**src/rtl/wdt_pkg.sv**
```systemverilog
package wdt_pkg;
  localparam int unsigned ADDR_W = 2;
  localparam int unsigned DATA_W = 32;
  localparam logic [ADDR_W-1:0] A_CTRL = 2'd0;
  localparam logic [ADDR_W-1:0] A_REQ  = 2'd1;
  localparam logic [ADDR_W-1:0] A_STAT = 2'd2;
  localparam int unsigned REQ_STOP_BIT = 3;
  localparam int unsigned REQ_FAST_BIT = 2;

  typedef struct packed {
    logic stop;
    logic fast;
  } wdt_mode_t;
endpackage

```
**src/rtl/wdt_regs.sv**
```systemverilog
module wdt_regs
  import wdt_pkg::*;
#(
  parameter int unsigned CNT_W = 16
) (
  input  logic              clk,
  input  logic              rst,
  input  logic [ADDR_W-1:0] addr,
  input  logic              wr,
  input  logic [DATA_W-1:0] wdata,
  input  logic [DATA_W-1:0] wmask,
  input  logic [CNT_W-1:0]  count,
  output logic [DATA_W-1:0] rdata,
  output logic [CNT_W-1:0]  reload,
  output wdt_mode_t         live
);
  localparam int unsigned RL_LO = DATA_W - CNT_W;

  logic      lock_q, lock_d, lock_rise;
  logic [CNT_W-1:0] reload_q;
  wdt_mode_t req_q, live_q;
  logic      unused_bits;

  assign unused_bits = ^{wdata[RL_LO-1:REQ_STOP_BIT+1], wdata[1], wmask[RL_LO-1:1]};

  assign lock_d    = (wr && addr == A_CTRL) ? ((lock_q & ~wmask[0]) | (wdata[0] & wmask[0])) : lock_q;
  assign lock_rise = lock_d & ~lock_q;

  always_ff @(posedge clk) begin
    if (rst) begin
      lock_q   <= 1'b0;
      reload_q <= '0;
      req_q    <= '0;
      live_q   <= '0;
      rdata    <= '0;
    end else begin
      lock_q <= lock_d;
      if (wr && addr == A_CTRL)
        reload_q <= (reload_q & ~wmask[DATA_W-1:RL_LO]) | (wdata[DATA_W-1:RL_LO] & wmask[DATA_W-1:RL_LO]);
      if (wr && addr == A_REQ && !lock_q) begin
        req_q.stop <= wdata[REQ_STOP_BIT];
        req_q.fast <= wdata[REQ_FAST_BIT];
      end
      if (lock_rise) live_q <= req_q;
      case (addr)
        A_CTRL:  rdata <= {reload_q, {(RL_LO-1){1'b0}}, lock_q};
        A_REQ:   rdata <= {{(DATA_W-REQ_STOP_BIT-1){1'b0}}, req_q.stop, req_q.fast, 2'b00};
        A_STAT:  rdata <= {count, {(RL_LO-2){1'b0}}, live_q.fast, live_q.stop};
        default: rdata <= '0;
      endcase
    end
  end

  assign reload = reload_q;
  assign live   = live_q;

  // locked request register ignores writes
  a_r1_req_locked: assert property (@(posedge clk) disable iff (rst)
    (wr && addr == A_REQ && lock_q) |=> $stable(req_q));
  // live status moves only on a rising lock bit
  a_r3_live_hold: assert property (@(posedge clk) disable iff (rst)
    !$stable(live_q) |-> $rose(lock_q));
  a_r4_live_copy: assert property (@(posedge clk) disable iff (rst)
    $rose(lock_q) |-> live_q == $past(req_q));
endmodule

```
**src/rtl/wdt_prescaler.sv**
```systemverilog
module wdt_prescaler #(
  parameter int unsigned SLOW_LOG2 = 14,
  parameter int unsigned FAST_LOG2 = 8
) (
  input  logic clk,
  input  logic rst,
  input  logic run,
  input  logic fast,
  input  logic clear,
  output logic tick
);
  localparam int unsigned PW = (SLOW_LOG2 > FAST_LOG2) ? SLOW_LOG2 : FAST_LOG2;
  localparam logic [PW-1:0] SLOW_TOP = PW'((64'd1 << SLOW_LOG2) - 64'd1);
  localparam logic [PW-1:0] FAST_TOP = PW'((64'd1 << FAST_LOG2) - 64'd1);

  logic [PW-1:0] pre_q;
  logic          fast_q, chg;
  logic [PW-1:0] top;

  assign chg  = fast ^ fast_q;
  assign top  = fast ? FAST_TOP : SLOW_TOP;
  assign tick = run && !chg && !clear && (pre_q == top);

  always_ff @(posedge clk) begin
    if (rst) begin
      pre_q  <= '0;
      fast_q <= 1'b0;
    end else begin
      fast_q <= fast;
      if (clear || chg)  pre_q <= '0;
      else if (run)      pre_q <= tick ? '0 : pre_q + 1'b1;
    end
  end

  // restart gives no tick on the following cycle
  a_r11_restart: assert property (@(posedge clk) disable iff (rst)
    (clear || chg) |=> !tick);
  // ticks are never back to back
  a_r5_tick_gap: assert property (@(posedge clk) disable iff (rst)
    tick |=> !tick);
  // a stopped prescaler holds its state
  a_r10_pre_hold: assert property (@(posedge clk) disable iff (rst)
    (!run && !clear && !chg) |=> $stable(pre_q));
endmodule

```
**src/rtl/wdt_counter.sv**
```systemverilog
module wdt_counter #(
  parameter int unsigned CNT_W = 16
) (
  input  logic             clk,
  input  logic             rst,
  input  logic             tick,
  input  logic             svc,
  input  logic             stop,
  input  logic [CNT_W-1:0] reload,
  output logic [CNT_W-1:0] count,
  output logic             timeout
);
  localparam logic [CNT_W-1:0] TOP = '1;

  logic [CNT_W-1:0] cnt_q;
  logic             to_q;

  always_ff @(posedge clk) begin
    if (rst) begin
      cnt_q <= '0;
      to_q  <= 1'b0;
    end else begin
      to_q <= 1'b0;
      if (svc) begin
        cnt_q <= reload;
      end else if (tick) begin
        if (cnt_q == TOP) begin
          cnt_q <= reload;
          to_q  <= 1'b1;
        end else begin
          cnt_q <= cnt_q + 1'b1;
        end
      end
    end
  end

  assign count   = cnt_q;
  assign timeout = to_q;

  // service loads the reload field
  a_r7_service: assert property (@(posedge clk) disable iff (rst)
    svc |=> cnt_q == $past(reload));
  // single-cycle timeout with reload
  a_r9_one_pulse: assert property (@(posedge clk) disable iff (rst)
    to_q |=> !to_q);
  a_r9_wrap_load: assert property (@(posedge clk) disable iff (rst)
    to_q |-> cnt_q == $past(reload));
  // stopped watchdog raises no timeout and holds the count
  a_r10_no_timeout: assert property (@(posedge clk) disable iff (rst)
    (stop && !svc) |=> (!to_q && $stable(cnt_q)));
endmodule

```
**src/rtl/wdt_locked.sv**
```systemverilog
module wdt_locked
  import wdt_pkg::*;
#(
  parameter int unsigned CNT_W     = 16,
  parameter int unsigned SLOW_LOG2 = 14,
  parameter int unsigned FAST_LOG2 = 8
) (
  input  logic              clk,
  input  logic              rst,
  input  logic [ADDR_W-1:0] bus_addr,
  input  logic              bus_wr,
  input  logic [DATA_W-1:0] bus_wdata,
  input  logic [DATA_W-1:0] bus_wmask,
  output logic [DATA_W-1:0] bus_rdata,
  input  logic              svc,
  output logic              timeout
);
  logic [CNT_W-1:0] count, reload;
  wdt_mode_t        live;
  logic             tick;

  wdt_regs #(.CNT_W(CNT_W)) i_regs (
    .clk(clk), .rst(rst), .addr(bus_addr), .wr(bus_wr), .wdata(bus_wdata),
    .wmask(bus_wmask), .count(count), .rdata(bus_rdata), .reload(reload), .live(live)
  );

  wdt_prescaler #(.SLOW_LOG2(SLOW_LOG2), .FAST_LOG2(FAST_LOG2)) i_pre (
    .clk(clk), .rst(rst), .run(!live.stop), .fast(live.fast), .clear(svc), .tick(tick)
  );

  wdt_counter #(.CNT_W(CNT_W)) i_cnt (
    .clk(clk), .rst(rst), .tick(tick), .svc(svc), .stop(live.stop),
    .reload(reload), .count(count), .timeout(timeout)
  );
endmodule

```
**config.mk**
```make
export PLATFORM = sky130hd
export DESIGN_NAME = wdt_locked
export DESIGN_NICKNAME = d
export VERILOG_FILES = /design/src/rtl/wdt_pkg.sv /design/src/rtl/wdt_regs.sv /design/src/rtl/wdt_prescaler.sv /design/src/rtl/wdt_counter.sv /design/src/rtl/wdt_locked.sv
export SDC_FILE = /design/constraint.sdc
export NUM_CORES = 1
export LEC_CHECK = 0
export ABC_AREA = 0
export BUFFER_PORTS_ARGS = -buffer_cell sky130_fd_sc_hd__buf_4
export CORE_ASPECT_RATIO = 0.7
export CORE_UTILIZATION = 53
export CTS_BUF_LIST = sky130_fd_sc_hd__clkbuf_2
export CTS_CLUSTER_SIZE = 28
export DETAILED_ROUTE_END_ITERATION = 16
export PLACE_DENSITY = 0.82
export SYNTH_ARGS = -nofsm -noshare
export SYNTH_HDL_FRONTEND = slang
export SYNTH_SLANG_ARGS = --single-unit
```
**constraint.sdc**
```tcl
create_clock -name clk -period 2.6 [get_ports clk]
set_input_delay 0 -clock clk [delete_from_list [all_inputs] [get_ports clk]]
set_output_delay 0 -clock clk [all_outputs]
set_load 0.05 [all_outputs]
```
=== After elaboration in Yosys (flattened, before gate mapping) ===
Cells that the tools add are included.

* Register bits after elaboration: 85

* Reduce and logical (&&, ||, !) cells: 15
* Multiplexer cells: 8
* $add $sub $neg: 2
* Eq/ne operators: 4
* Bitwise gates (word level): 12

{| class="wikitable"
|+ Operators by type and width
! operator !! number
|-
| $pmux W32 S3 || 1
|-
| $mux W16 || 3
|-
| $and A16 B16 Y16 || 2
|-
| $mux W14 || 2
|-
| $add A16 B1 Y16 const B || 1
|-
| $eq A16 B16 Y1 const B || 1
|-
| $not A16 Y16 || 1
|-
| $or A16 B16 Y16 || 1
|-
| $add A14 B1 Y14 const B || 1
|-
| $eq A14 B14 Y1 || 1
|-
| $logic_and A1 B1 Y1 || 6
|-
| $logic_not A1 Y1 || 4
|-
| $and A1 B1 Y1 || 3
|-
| $not A1 Y1 || 3
|-
| $reduce_or A3 Y1 || 1
|-
| $eq A2 B1 Y1 const B || 1
|-
| $eq A2 B2 Y1 const B || 1
|-
| $logic_not A2 Y1 || 1
|-
| $mux W1 || 2
|-
| $reduce_bool A2 Y1 || 1
|-
| $reduce_or A2 Y1 || 1
|-
| $logic_or A1 B1 Y1 || 1
|-
| $or A1 B1 Y1 || 1
|-
| $xor A1 B1 Y1 || 1
|}

=== Longest topological paths before layout ===
* Word-level depth: 7
* Gate-level depth with buffers: 7
* Mapped depth without buffers: 6

=== Hierarchy ===
From an unflattened synthesis, not the netlist that was laid out.

* Cells, all modules: 372
* Area total of the unflattened synthesis: 3564.7 µm²

{| class="wikitable"
|+ By module, submodules not included
! module !! times used !! area an instance (µm²) !! cells each !! seq. area each (µm²)
|-
| wdt_regs || 1 || 1794.2 || 168 || 820.8
|-
| wdt_counter || 1 || 1022.2 || 120 || 340.3
|-
| wdt_prescaler || 1 || 744.5 || 83 || 300.3
|-
| wdt_locked || 1 || 3.8 || 1 || 0.0
|}

=== Worst setup path before layout ===
Ideal clock, no wire load.

* Path type: register to register
* Start point: register i_cnt.cnt_q[0] (netlist: i_cnt.count[0])
* End point: register i_cnt.cnt_q[2] (netlist: i_cnt.count[2])
* Cell stages (with the launch flop): 8
* Library setup time: 0.130 ns
* Required time: 2.470 ns
* Setup slack: 0.629 ns
* Data arrival time: 1.842 ns
* Path through: dfxtp_1 ha_1 nand4_1 o41ai_4 buf_2 nor3b_1 a21oi_1 o32ai_1

* Cells in the longest elaborated chain, start to end: 4

{| class="wikitable"
|+ RTL lines
! element !! RTL line !! source
|-
| start: declaration || wdt_counter.sv:15 || <nowiki>logic [CNT_W-1:0] cnt_q;</nowiki>
|-
| start signal: assignment || wdt_counter.sv:25 || <nowiki>cnt_q <= reload;</nowiki>
|-
| start signal: assignment || wdt_counter.sv:28 || <nowiki>cnt_q <= reload;</nowiki>
|-
| start signal: assignment || wdt_counter.sv:31 || <nowiki>cnt_q <= cnt_q + 1'b1;</nowiki>
|-
| $add A16 B1 Y16 or $eq A16 B16 Y1 (tied branches) || wdt_counter.sv:31, wdt_counter.sv:27 ||
|-
| $mux W16 * || wdt_counter.sv:27 || <nowiki>if (cnt_q == TOP) begin</nowiki>
|-
| $mux W16 * || wdt_counter.sv:26 || <nowiki>end else if (tick) begin</nowiki>
|-
| $mux W16 * || wdt_counter.sv:24 || <nowiki>if (svc) begin</nowiki>
|}

Mark *: on every way between the ends. The rest lies on a longest branch, timed or not. The select of a mux whose other input is x is not followed.
A chain may end at the register's enable or synchronous reset.

=== Final worst setup path ===
* Start point: register i_regs.lock_q
* End point: register i_regs.req_q[0] in the netlist's numbering

* Cells in the longest elaborated chain, start to end: 2

{| class="wikitable"
|+ RTL lines
! element !! RTL line !! source
|-
| start: declaration || wdt_regs.sv:19 || <nowiki>logic lock_q, lock_d, lock_rise;</nowiki>
|-
| start signal: assignment || wdt_regs.sv:37 || <nowiki>lock_q <= lock_d;</nowiki>
|-
| $logic_not A1 Y1 || wdt_regs.sv:40 || <nowiki>if (wr && addr == A_REQ && !lock_q) begin</nowiki>
|-
| $logic_and A1 B1 Y1 || wdt_regs.sv:40 ||
|-
| end: declaration || wdt_regs.sv:21 || <nowiki>wdt_mode_t req_q, live_q;</nowiki>
|}

Every way passes these cells.

==> results.txt <==
Clock Power Share: 37.3%
Worst Path Required: 3.06 ns
Xor-xnor portion of the synthesized cell area: 3.29%
Worst Tran Pin Value: 0.805 ns
Port Buffers: 62
N_diodes: 0
Final ANT Viol Nets: 0
Initial Util: 55.1%
Routability cong.: 0.903
Die height: 69.6 um
Crit end category: flip-flop
Slew headroom: 45.9%
DRT Wirelength: 11400 um
Routed via count: 3712
FF-to-FF setup slack: 0.08 ns
Vias in the first global route: 3623
Setup TNS: 0 ns
Max-cap check violation count: 0
Mux cell area share after synthesis: 6.65%
Worst-path clk slew: 0.22 ns
Post-route DRC: 0
Switching share of power: 26.6%
Largest family of logic cells by synthesized area: simple AND/OR/NAND/NOR gates
Core footprint: 6280 um^2
Post-cts sizing count: 0
Achievable clock frequency: 396 MHz
Post-CTS setup buffer count: 0
DR WL met3: 1300 um
Placed instance count: 527
Tmin final: 2.52 ns
H-Tree Depth: 3
CP max FO: 4
Global route total overflow: 0
Area after DPL: 3920 um^2
Number of CTS-inserted buffers: 9
Synth Area in Simple Gates: 25.4%
Chip Width: 98.6 um
Most used DFF post-synth: dfxtp_1
Clk sink count: 73
Compound-Gate Fraction of Synth Area: 14.9%
Drt pass-1 iters: 6
Logic pwr share: 12.0%
Startpoint types: flip-flop
Leakage: 0.00185 uW
Clk Latency, worst-skew pair: 0.56 ns
Crit Path Class: flip-flop to flip-flop
RSZ-0062 raised after global routing: false
Clk root buf: clkbuf_2
Setup slack after layout: 0.0760 ns
Synthesized area: 3460 um^2
YS warnings: 0
Data arrival time of the worst path: 2.99 ns
Status: complete, no violations
Design Area, Final: 4720 um^2
Cell taking the most area after synthesis: dfxtp_1
DP Wirelength: 5530 um
Highest metal used: met4
Hold Crit Class: input pin to flip-flop
Synth unique cells: 59
GRT Total Usage: 34.7%
Final hold vios: 0
Initial antenna violation count: 0
TritonCTS clock tree: yes
Peak supply drop: 0.000299 V
Non-Filler Instances: 607
Syn_area_per_cell: 8.55 um^2
Largest cells by area after synthesis: dfxtp_1 42%, mux2i_1 6.7%, nand2_1 5.7%, a21oi_1 4.9%, nor2_1 4.7%
Switching pwr: 602 uW
Period utilization: 97.1%
Row cnt: 24
Clock skew: 0.0304 ns
Via density per instance: 6.12
Largest net degree at the start of global routing: 41
Synth-to-Final Area Change: 36.4%
Sequential Power Share: 50.7%
Finish-stage setup viols: 0
Iteration-0 DRC count of the detailed router: 646
Synthesized netlist cell count: 405
Pwr Density: 480 nW/um^2
Post-synth top area share: 42.2%
Die area: 6860 um^2
CTS Hold Bufs: 64
Worst hold slack: 0.245 ns
Int Power: 1660 uW
CTS Buffer Depth: 2
WL/cell: 18.8 um
IO Pins: 103
Synthesized flop and latch total: 73
Final net count: 596
Ys async rst share: 0%
Post-Synth Adder-Cell Area: 0.723%
First-pass GRT wire length: 18300 um
EDFF count, synth: 0
Share of cells above drive strength 1: 18.5%
Slew Viols, Final: 0
Met2 WL post-DR: 5130 um
DRT met1 WL: 4390 um
Post-Place Setup Slack: 0.304 ns
Sequential share of the synthesized area: 42.2%
## metal layers
layer / track usage (%) / vias up
met5: 0 / -
met2: 54.1 / 294
li1: - / 1649
met3: 11.4 / 77
met1: 42.6 / 1692
met4: 18.9 / 0
## synthesized netlist by cell type, types with 3 or more instances
library cell	n
inv_1	10
buf_2	3
o2111ai_1	3
nor2b_1	3
o32ai_1	7
nor2_1	43
o31a_1	3
xnor2_1	5
nand3_1	28
xor2_1	8
buf_1	4
or2_2	3
nor3_1	6
and2_1	3
nor4_1	5
a21oi_1	34
nand4_1	9
and3_1	3
nor4bb_1	4
dfxtp_1	73
a22oi_1	5
nand2_1	53
o21ai_0	3
clkbuf_1	13
mux2i_1	23
buf_4	12
## per-stage QoR
| stage | utilization [%] | power [uW] |
|---|---|---|
| global route | 75.2 | 2340 |
| floorplan | - | 1310 |
| CTS | 75.2 | 2230 |
| global placement | 62.4 | 1370 |
| finish | 75.2 | 2270 |
| detailed placement | 62.4 | 1370 |
## path summary, 6_finish.rpt
kind	startpoint	to	depth (start not counted)
max	i_regs.lock_q	i_regs.req_q[0]	5
min	bus_wmask[27]	flip-flop	5
max reg2reg	i_regs.lock_q	i_regs.req_q[0]	5
min reg2reg	i_cnt.count[11]	i_cnt.count[11]	2
## power by group through the flow
stage,combinational (uW),sequential (uW),clock [uW]
after floorplan,142,1170,0
after global placement,203,1170,0
after detailed placement,207,1170,0
after CTS,253,1150,833
after global routing,284,1150,901
final,272,1150,846
## kinds of logic after synthesis
group / after synthesis
other cells: 1
mux: 23
simple gates: 177
fa+ha+maj: 2
buf+inv: 45
compound gates: 71
xor+xnor: 13
flops: 73
## critical path, cell delays in order, from the launching register on
cell and delay (ns):
dfxtp_1 0.40, nor4bb_1 0.50, mux2i_1 0.26, dlygate4sd3_1 0.60
nor2_1 0.07, dlygate4sd3_1 0.60
## layout by cell type (no fill, tap or decap), types with 4 or more instances in the layout
cell type / Yosys / final
dlygate4sd3_1: 0 / 64
xor2_1: 8 / 8
a21oi_1: 34 / 34
nand2_1: 53 / 53
nor4_1: 5 / 5
xnor2_1: 5 / 5
dfxtp_1: 73 / 73
nor3_1: 6 / 6
o32ai_1: 7 / 7
inv_1: 10 / 10
nand4_1: 9 / 9
nor4bb_1: 4 / 4
clkbuf_2: 0 / 9
nand3_1: 28 / 28
a22oi_1: 5 / 5
conb_1: 1 / 12
mux2i_1: 23 / 23
buf_4: 12 / 67
nor2_1: 43 / 43
## cell type report
cell class,instances,area (um^2)
Inverter,11,41.3
Timing Repair Buffer,131,1140
Fill cell,374,1560
Clock inverter,7,119
Clock buffer,9,45.0
Sequential cell,73,1460
Multi-Input combinational cell,298,1810
Tap cell,78,97.6
(Power assumes the default switching activity.)
